==> src/rtl/hold_arb_pkg.sv <==
package hold_arb_pkg;
   typedef enum logic [2:0] {
      ST_IDLE,
      ST_ACQ,
      ST_GRANT,
      ST_WB,
      ST_GUARD
   } arb_state_e;

   // register addresses and bit positions seen by software
   localparam logic [7:0] LOCK_REG_ADDR = 8'h0B;
   localparam logic [7:0] CTRL_REG_ADDR = 8'h0C;
   localparam int         LOCK_BIT      = 0;
   localparam int         LEGACY_BIT    = 0;
   localparam int         RSTEN_BIT     = 3;
endpackage

==> src/rtl/hold_arb_sync.sv <==
module hold_arb_sync #(
   parameter int   STAGES  = 2,
   parameter logic RST_VAL = 1'b1
) (
   input  logic clk,
   input  logic rst_n,
   input  logic d,
   output logic q
);
   if (STAGES < 2) begin : g_bad
      $error("hold_arb_sync: STAGES must be at least 2");
   end

   logic [STAGES-1:0] shreg;

   always_ff @(posedge clk or negedge rst_n) begin
      if (!rst_n) shreg <= {STAGES{RST_VAL}};
      else        shreg <= {shreg[STAGES-2:0], d};
   end

   assign q = shreg[STAGES-1];
endmodule

==> src/rtl/hold_arb_regs.sv <==
module hold_arb_regs
   import hold_arb_pkg::*;
#(
   parameter int REG_AW = 8,
   parameter int REG_DW = 8
) (
   input  logic              clk,
   input  logic              rst_n,
   input  logic              we,
   input  logic [REG_AW-1:0] addr,
   input  logic [REG_DW-1:0] wdata,
   output logic              lock_o,
   output logic              legacy_o,
   output logic              rsten_o
);
   if (REG_DW <= RSTEN_BIT) begin : g_bad_dw
      $error("hold_arb_regs: REG_DW too narrow for control bits");
   end
   if (REG_AW < 4) begin : g_bad_aw
      $error("hold_arb_regs: REG_AW too narrow for register map");
   end

   localparam logic [REG_AW-1:0] LOCK_A = REG_AW'(LOCK_REG_ADDR);
   localparam logic [REG_AW-1:0] CTRL_A = REG_AW'(CTRL_REG_ADDR);

   always_ff @(posedge clk or negedge rst_n) begin
      if (!rst_n) begin
         lock_o   <= 1'b0;
         legacy_o <= 1'b0;
         rsten_o  <= 1'b0;
      end else if (we) begin
         if (addr == LOCK_A) lock_o <= wdata[LOCK_BIT];
         if (addr == CTRL_A) begin
            legacy_o <= wdata[LEGACY_BIT];
            rsten_o  <= wdata[RSTEN_BIT];
         end
      end
   end
endmodule

==> src/rtl/hold_arb_prio.sv <==
module hold_arb_prio #(
   parameter int N = 3
) (
   input  logic [N-1:0] req,
   output logic [N-1:0] pick,
   output logic         any
);
   // lowest index wins
   logic [N:0] seen;

   assign seen[0] = 1'b0;
   for (genvar i = 0; i < N; i++) begin : g_chain
      assign pick[i]   = req[i] & ~seen[i];
      assign seen[i+1] = seen[i] | req[i];
   end
   assign any = seen[N];
endmodule

==> src/rtl/hold_arbiter.sv <==
module hold_arbiter
   import hold_arb_pkg::*;
#(
   parameter int NUM_MASTERS  = 3,
   parameter int DMA_IDX      = 0,
   parameter int ISA_IDX      = 1,
   parameter int SYNC_STAGES  = 2,
   parameter int WB_SHORT_CYC = 4,
   parameter int GUARD_CYC    = 3,
   parameter int REG_AW       = 8,
   parameter int REG_DW       = 8
) (
   input  logic                   clk,
   input  logic                   rst_n,
   input  logic [NUM_MASTERS-1:0] req_i,
   output logic [NUM_MASTERS-1:0] gnt_o,
   output logic                   hold_o,
   input  logic                   hlda_i,
   input  logic                   wback_n_i,
   input  logic                   isa_own_n_i,
   input  logic                   restart_req_i,
   output logic                   cpu_rst_o,
   input  logic                   cfg_we_i,
   input  logic [REG_AW-1:0]      cfg_addr_i,
   input  logic [REG_DW-1:0]      cfg_wdata_i,
   output logic                   dma_hi_float_o
);
   localparam int WBW = $clog2(WB_SHORT_CYC + 1);
   localparam int GW  = $clog2(GUARD_CYC + 1);
   localparam logic [WBW-1:0] WB_LAST  = WBW'(WB_SHORT_CYC - 1);
   localparam logic [GW-1:0]  GUARD_TOP = GW'(GUARD_CYC);

   if (NUM_MASTERS < 2) begin : g_bad_n
      $error("hold_arbiter: need at least two masters");
   end
   if (DMA_IDX >= NUM_MASTERS || ISA_IDX >= NUM_MASTERS || DMA_IDX == ISA_IDX) begin : g_bad_idx
      $error("hold_arbiter: master indices out of range");
   end
   if (WB_SHORT_CYC < 1 || GUARD_CYC < 1) begin : g_bad_cyc
      $error("hold_arbiter: window lengths must be positive");
   end

   // configuration registers
   logic lock_q, legacy_q, rsten_q;

   hold_arb_regs #(.REG_AW(REG_AW), .REG_DW(REG_DW)) u_regs (
      .clk      (clk),
      .rst_n    (rst_n),
      .we       (cfg_we_i),
      .addr     (cfg_addr_i),
      .wdata    (cfg_wdata_i),
      .lock_o   (lock_q),
      .legacy_o (legacy_q),
      .rsten_o  (rsten_q)
   );

   // asynchronous inputs
   logic wb_n_s, isa_n_s;

   hold_arb_sync #(.STAGES(SYNC_STAGES), .RST_VAL(1'b1)) u_sync_wb (
      .clk (clk), .rst_n (rst_n), .d (wback_n_i), .q (wb_n_s)
   );
   hold_arb_sync #(.STAGES(SYNC_STAGES), .RST_VAL(1'b1)) u_sync_isa (
      .clk (clk), .rst_n (rst_n), .d (isa_own_n_i), .q (isa_n_s)
   );

   logic wb_act, wb_act_d, wb_start;
   assign wb_act   = ~wb_n_s;
   assign wb_start = wb_act & ~wb_act_d;

   // release guard: counts cycles the ISA line has been seen released
   logic [GW-1:0] guard_cnt;
   logic          guard_done;

   always_ff @(posedge clk or negedge rst_n) begin
      if (!rst_n) begin
         wb_act_d  <= 1'b0;
         guard_cnt <= '0;
      end else begin
         wb_act_d <= wb_act;
         if (!isa_n_s)                guard_cnt <= '0;
         else if (guard_cnt != GUARD_TOP) guard_cnt <= guard_cnt + 1'b1;
      end
   end
   assign guard_done = (guard_cnt == GUARD_TOP);

   // priority pick
   logic [NUM_MASTERS-1:0] pick;
   logic                   any_req;

   hold_arb_prio #(.N(NUM_MASTERS)) u_prio (
      .req  (req_i),
      .pick (pick),
      .any  (any_req)
   );

   // ownership state machine
   arb_state_e             state;
   logic                   hold_q;
   logic [NUM_MASTERS-1:0] gnt_q;
   logic [WBW-1:0]         wb_cnt;
   logic                   rst_pend, rst_pulse, rst_issue, rst_block;
   logic                   owner_req;

   assign rst_block = lock_q & rsten_q;
   assign owner_req = |(req_i & gnt_q);
   assign rst_issue = (state == ST_ACQ) && hlda_i && !any_req && rst_pend && !rst_block;

   always_ff @(posedge clk or negedge rst_n) begin
      if (!rst_n) begin
         rst_pend  <= 1'b0;
         rst_pulse <= 1'b0;
      end else begin
         rst_pend  <= (rst_pend & ~rst_issue) | (restart_req_i & rsten_q);
         rst_pulse <= rst_issue;
      end
   end

   always_ff @(posedge clk or negedge rst_n) begin
      if (!rst_n) begin
         state  <= ST_IDLE;
         hold_q <= 1'b0;
         gnt_q  <= '0;
         wb_cnt <= '0;
      end else begin
         case (state)
            ST_IDLE: begin
               if ((any_req || rst_pend) && !lock_q) begin
                  hold_q <= 1'b1;
                  state  <= ST_ACQ;
               end
            end
            ST_ACQ: begin
               if (hlda_i) begin
                  if (any_req) begin
                     gnt_q <= pick;
                     state <= ST_GRANT;
                  end else if (!rst_pend || !rst_block) begin
                     hold_q <= 1'b0;
                     state  <= ST_IDLE;
                  end
               end
            end
            ST_GRANT: begin
               if (wb_start) begin
                  hold_q <= 1'b0;
                  wb_cnt <= '0;
                  state  <= ST_WB;
               end else if (!owner_req && !wb_act) begin
                  gnt_q <= '0;
                  if (gnt_q[ISA_IDX]) begin
                     state <= ST_GUARD;
                  end else begin
                     hold_q <= 1'b0;
                     state  <= ST_IDLE;
                  end
               end
            end
            ST_WB: begin
               if (legacy_q) begin
                  if (!wb_act && !lock_q) begin
                     hold_q <= 1'b1;
                     state  <= ST_GRANT;
                  end
               end else if (wb_cnt == WB_LAST) begin
                  if (!lock_q) begin
                     hold_q <= 1'b1;
                     state  <= ST_GRANT;
                  end
               end else begin
                  wb_cnt <= wb_cnt + 1'b1;
               end
            end
            ST_GUARD: begin
               if (guard_done) begin
                  hold_q <= 1'b0;
                  state  <= ST_IDLE;
               end
            end
            default: begin
               state  <= ST_IDLE;
               hold_q <= 1'b0;
               gnt_q  <= '0;
            end
         endcase
      end
   end

   assign hold_o         = hold_q;
   assign gnt_o          = gnt_q;
   assign cpu_rst_o      = rst_pulse;
   assign dma_hi_float_o = gnt_q[DMA_IDX] & wb_act;
endmodule

==> config.mk <==
export PLATFORM = sky130hd
export DESIGN_NAME = hold_arbiter
export DESIGN_NICKNAME = d
export VERILOG_FILES = /design/src/rtl/hold_arb_pkg.sv /design/src/rtl/hold_arb_sync.sv /design/src/rtl/hold_arb_regs.sv /design/src/rtl/hold_arb_prio.sv /design/src/rtl/hold_arbiter.sv
export SDC_FILE = /design/constraint.sdc
export NUM_CORES = 1
export LEC_CHECK = 0
export ABC_CLOCK_PERIOD_IN_PS = 1790
export CAP_MARGIN = 20
export CORE_MARGIN = 1
export CORE_UTILIZATION = 43
export DETAILED_ROUTE_END_ITERATION = 12
export MAX_ROUTING_LAYER = met4
export PLACE_DENSITY = 0.73
export SYNTH_ARGS = -nofsm -noshare
export SYNTH_HDL_FRONTEND = slang
export SYNTH_HIERARCHICAL = 1
export SYNTH_SLANG_ARGS = --single-unit
==> constraint.sdc <==
create_clock -name clk -period 1.79 [get_ports clk]
set_input_delay 0.358 -clock clk [delete_from_list [all_inputs] [get_ports clk]]
set_output_delay 0.358 -clock clk [all_outputs]
set_load 0.02 [all_outputs]
== Word-level counts from Yosys, hierarchy flattened ==
Index checks and enable logic that the tools add are counted.

* Flip-flop bits (word level): 22
* Bits in latches: 0
* Bits in writable memories: 0
* ROM bits: 0
* Memories: 0

* Add/sub/neg operators: 2
* Multiply operators: 0
* Divide/modulo/power cells: 0
* Magnitude comparators: 0
* Equality and inequality tests: 27
* Shifts and indexed selects: 0
* Multiplexer cells: 37
* Bitwise operators: 17
* Reductions and logical operators: 24

{| class="wikitable"
|+ Operators with widths
! kind !! number
|-
| two-way mux 3 bit || 19
|-
| != test 2 bit, second input constant || 12
|-
| == test 8 x 4 -> 1 bit, second input constant || 2
|-
| case mux 3 bit (5 select lines) || 1
|-
| two-way mux 1 bit || 12
|-
| != test 3 bit, second input constant || 4
|-
| AND reduction 10 bit || 1
|-
| == test 3 x 2 -> 1 bit, second input constant || 3
|-
| case mux 3 bit (3 select lines) || 1
|-
| AND reduction 8 bit || 1
|-
| bitwise AND 1 bit || 7
|-
| logical AND 1 bit || 7
|-
| != test 3 x 2 -> 1 bit, second input constant || 2
|-
| inverter 1 bit || 6
|-
| case mux 3 bit (2 select lines) || 1
|-
| OR reduction 3 bit || 2
|-
| zero test 1 bit || 5
|-
| case mux 1 bit (5 select lines) || 1
|-
| AND reduction 5 bit || 1
|-
| two-way mux 2 bit || 2
|-
| AND reduction 2 bit || 2
|-
| AND reduction 4 bit || 1
|-
| adder 3 x 1 -> 3 bit, second input constant || 1
|-
| bitwise AND 3 bit || 1
|-
| other kinds (9) || 12
|}

== Depth between registers and ports, before layout ==
* Depth after elaboration: 9
* Gate-level depth with buffers: 7
* Depth with buffers taken out: 7

== Cells and area by module ==
The synthesis kept the hierarchy.

{| class="wikitable"
|+ By module, submodules not included
! module !! instances !! cells each !! area an instance (um^2)
|-
| hold_arbiter || 1 || 90 || 913.4
|-
| hold_arb_regs || 1 || 11 || 165.2
|-
| hold_arb_sync || 2 || 2 || 52.6
|-
| hold_arb_prio || 1 || 4 || 27.5
|}

== Least setup slack after synthesis ==
No wires, ideal clock.

* Path type: reg2reg
* Start: register u_sync_wb.shreg[1]
* End: register state[0]
* Data arrival time: 1632 ps
* Slack: 31 ps
* Stages on the path, launching flop included: 6
* Period minus slack after synthesis: 1759 ps
* Path through: dfstp_2 -> or2b_1 -> a32oi_2 -> nand4_2 -> a41oi_2 -> mux2_1

* Word-level cells in the longest chain between the ends: 4
* Elaborated cells between the ends (all ways): 9
* Those cells by class: 2 x eq/ne; 2 x mux; 2 x bitwise; 3 x reduce/logical

{| class="wikitable"
|+ Ends and longest elaborated chain
! element !! RTL line !! source
|-
| from (decl) || hold_arb_sync.sv:14 || <nowiki>logic [STAGES-1:0] shreg;</nowiki>
|-
| from (signal assigned) || hold_arb_sync.sv:17 || <nowiki>if (!rst_n) shreg <= {STAGES{RST_VAL}};</nowiki>
|-
| from (signal assigned) || hold_arb_sync.sv:18 || <nowiki>else shreg <= {shreg[STAGES-2:0], d};</nowiki>
|-
| inverter 1 bit || hold_arbiter.sv:68 || <nowiki>assign wb_act = ~wb_n_s;</nowiki>
|-
| bitwise AND 1 bit || hold_arbiter.sv:69 || <nowiki>assign wb_start = wb_act & ~wb_act_d;</nowiki>
|-
| != test 3 bit (no source line) / two-way mux 3 bit (equally long branches) || -- ||
|-
| AND reduction 8 bit (no source line) / case mux 3 bit (5 select lines) (equally long branches) || -- ||
|-
| to (signal assigned) || hold_arbiter.sv:121 || <nowiki>state <= ST_IDLE;</nowiki>
|-
| to (signal assigned) || hold_arbiter.sv:130 || <nowiki>state <= ST_ACQ;</nowiki>
|-
| to (signal assigned) || hold_arbiter.sv:137 || <nowiki>state <= ST_GRANT;</nowiki>
|-
| to (decl) || hold_arbiter.sv:98 || <nowiki>arb_state_e state;</nowiki>
|}

Parallel ways exist; a longest one is shown, timed or not.
A chain may end at the register's enable or synchronous reset.

== Final worst setup path ==
* Start: register u_sync_wb.shreg[1]
* End: register hold_q (netlist: hold_o)

* Word-level cells in the longest chain between the ends: 4
* Elaborated cells between the ends (all ways): 10
* Those cells by class: 3 x eq/ne; 2 x mux; 2 x bitwise; 3 x reduce/logical

{| class="wikitable"
|+ Ends and longest elaborated chain
! element !! RTL line !! source
|-
| inverter 1 bit || hold_arbiter.sv:68 ||
|-
| bitwise AND 1 bit || hold_arbiter.sv:69 ||
|-
| != test 3 bit (no source line) / two-way mux 1 bit (equally long branches) || -- ||
|-
| AND reduction 10 bit (no source line) / case mux 1 bit (5 select lines) (equally long branches) || -- ||
|-
| to (signal assigned) || hold_arbiter.sv:122 || <nowiki>hold_q <= 1'b0;</nowiki>
|-
| to (signal assigned) || hold_arbiter.sv:129 || <nowiki>hold_q <= 1'b1;</nowiki>
|-
| to (signal assigned) || hold_arbiter.sv:139 || <nowiki>hold_q <= 1'b0;</nowiki>
|-
| to (decl) || hold_arbiter.sv:99 || <nowiki>logic hold_q;</nowiki>
|}

Parallel ways exist; a longest one is shown, timed or not.

==> impl_metrics.toml <==
[run_status]
status = "finished, violations left"
failed_checks = "setup timing"

[grt]
grt_pass1_vias = 999
grt_max_degree = 23
grtUsageMet3_pct = 3.28
grt_busiest_layer = "met2"
grt_overflow_total = 0
antenna_found_initial = 0
track_usage_pct = 21.5
grt_util_met2_pct = 36.1
grt_util_met1_pct = 26.1
grt_pass1_wl_um = 4400

[route]
wl_um = 2650
wl_per_cell_um = 14.6
dr.pass1.iters = 4
num_vias = 971
viasPerCell = 5.36
post-route-drc-count = 0
drt-initial-drc-count = 4
drtAntennaViolNets = 0

[setup_path]
cp_slowest_cell = "dfstp_2"
crit_path_max_incr_delay_ns = 0.58
critPathCaptureType = "flip-flop"
criticalPathCategory = "flip-flop to flip-flop"
crit_fanout = 4
required_ns = 2.00
cp.arrival_ns = 2.13
startpoint_type = "flip-flop"
path_cells = "a21bo_1 > o211ai_1 > nand4_2 > a221oi_2 > mux2_1"

[cts]
cts_tree = "done"
insertion_delay_ns = 0.32
cts_buffers = 3
clkTransAtPathRegs_ns = 0.14
h-tree-depth = 1
holdBufCountCts = 0
cts-root-buf = "clkbuf_4"
max-clock-path-buffers = 2
cts.sinks = 22

[timing]
max_slew_margin_pct = 79.5
setup_ws_ns = -0.134
fin_crit_ns = 1.92
setup_violations = 4
finalCritPeriodShare_pct = 108
rsz0062_at_grt = "yes"
maxSlewViolCount = 0
hold_viol_final = 0
worstMarginPinSlew_ns = 0.307
whs_ns = 0.357
skew_ns = 0.0126
tns_ns = -0.436
fmax_mhz = 520

[layout]
layout-drive-gt1-share_pct = 25.8
area_growth_syn_to_layout_pct = 37.1
fin_util_pct = 64.7
num_antenna_cells = 0
layout_commonest_cell = "clkdlybuf4s50_1"
mostFrequentLayoutCells = "clkdlybuf4s50_1 (21), dfrtp_1 (18), buf_4 (17)"
nets = 181

[placed_design]
gp_congestion = 0.940
place_hpwl_um = 2080
io_buffers = 25

[die]
io_pins = 32
dieHeight_um = 55.1
start_util_pct = 47.2
die-area_um2 = 3030
core_area_um2 = 2570
fp.dieW_um = 55.1
rows = 18

[synth]
seq_area_frac_synth_pct = 45.9
syn_inst = 109
syn-num-nets = 138
ys_ff_latch = 22
syn_area_per_cell_um2 = 11.1
synth_area_um2 = 1210
yosys.cell_types.count = 40
yosysWarnings = 6

[min_path]
hold_class = "input port to asynchronous set/reset pin"

[power_and_ir_drop]
power_mw = 2.16
power_per_cell_area_nw_per_um2 = 1300
ir_drop_uv = 732
leakagePower_nw = 0.766

[flow_run]
cap_violations = 0
## path summary, 6_finish.rpt
check	from	end	slack, ns	cells past startpoint
max	u_sync_wb/shreg[1]$_DFF_PN1_	hold_o$_DFFE_PN0P_	-0.13	5
min	rst_n	gnt_o[1]$_DFFE_PN0P_	0.36	2
max reg2reg	u_sync_wb/shreg[1]$_DFF_PN1_	hold_o$_DFFE_PN0P_	-0.13	5
min reg2reg	u_sync_wb/shreg[0]$_DFF_PN1_	u_sync_wb/shreg[1]$_DFF_PN1_	0.37	0
max in group asynchronous	rst_n	u_sync_isa/shreg[0]$_DFF_PN1_	1.14	2
min in group clk	u_sync_wb/shreg[0]$_DFF_PN1_	u_sync_wb/shreg[1]$_DFF_PN1_	0.37	0
## worst max-delay path: cells and delay by family (launching register included)
family,cells,cell delay (ns)
multiplexers,1,0.35
AND/OR/NAND/NOR,1,0.19
AO/OA/AOI/OAI,3,0.70
flip-flops,1,0.58
## metrics by stage
| step | setup WS [ns] | area, µm² | std cells |
|---|---|---|---|
| after floorplan | 0.0308 | 1210 | 109 |
| after global placement | -0.365 | 1580 | 175 |
| after detailed placement | -0.472 | 1580 | 175 |
| after CTS | -0.123 | 1640 | 180 |
| after global routing | -0.205 | 1660 | 181 |
| final | -0.134 | 1660 | 181 |
## kinds of logic (layout without fill, tap and decap cells)
family	after synthesis	in the layout	share of synthesized area, %
muxes	7	7	6.40
buffers and inverters	11	53	4.75
AOI/OAI and AO/OA	25	25	16.1
DFF	22	22	45.9
adders and majority gates	3	3	3.10
xor gates and xnor gates	2	2	1.45
and+or+nand+nor	39	39	22.3
## cell usage after synthesis
cell type / instances / area, µm²
dfrtp_1: 18 / 450
inv_1: 7 / 26.3
nand2_1: 7 / 26.3
o21ai_0: 7 / 35.0
mux2_1: 6 / 67.6
nor2_1: 6 / 22.5
a22o_1: 4 / 35.0
dfstp_2: 4 / 105
nand3_1: 4 / 20.0
a21oi_1: 3 / 15.0
and2_1: 3 / 18.8
ha_1: 3 / 37.5
o21bai_1: 3 / 22.5
and3b_1: 2 / 17.5
buf_4: 2 / 15.0
nand4_2: 2 / 25.0
nor2b_1: 2 / 12.5
nor3b_1: 2 / 15.0
nor3b_2: 2 / 25.0
o211ai_1: 2 / 15.0
a211oi_1: 1 / 7.51
a21bo_1: 1 / 10.0
a221oi_2: 1 / 15.0
a32oi_2: 1 / 16.3
a41oi_2: 1 / 16.3
and2b_1: 1 / 7.51
and3b_4: 1 / 12.5
buf_2: 1 / 5.00
buf_6: 1 / 11.3
mux2i_1: 1 / 10.0
nand4_1: 1 / 6.26
nor3_1: 1 / 5.00
nor4_4: 1 / 21.3
nor4b_2: 1 / 15.0
o31ai_1: 1 / 7.51
or2_2: 1 / 6.26
or2b_1: 1 / 7.51
or3_1: 1 / 6.26
xnor2_1: 1 / 8.76
xor2_1: 1 / 8.76
## power by group
part | leakage (nW) | internal, mW | switching (mW)
clock | 0.0279 | 0.226 | 0.164
sequential | 0.277 | 0.620 | 0.113
combinational | 0.461 | 0.562 | 0.476
## registers in the layout, summed over array words and instances (netlist names)
register,flops
u_sync_wb/shreg,2
gnt_o,3
u_regs/lock_o,1
rst_pend,1
u_regs/legacy_o,1
cpu_rst_o,1
wb_act_d,1
u_sync_isa/shreg,2
u_regs/rsten_o,1
state,3
hold_o,1
wb_cnt,3
guard_cnt,2
## per-layer routing
metal | wire, µm | vias to the layer above
met5 | 0 | -
met1 | 1160 | 478
met4 | 24 | 0
met3 | 72 | 2
li1 | - | 475
met2 | 1390 | 16
## what timing repair did
action,CTS,global route
setup endpoints to repair,6,7
pin swaps,1,2
setup buffers,1,1
resized for setup,3,5
## cell type report
type,instances,area (µm²)
clock buffers,3,22.5
clock inverters,1,30.0
fillers,210,907
inverters,7,26.3
multi-input cells,76,608
flip-flops and latches,22,556
well taps,30,37.5
repair buffers,42,380
Note: power is estimated with default switching activity, not from simulation.
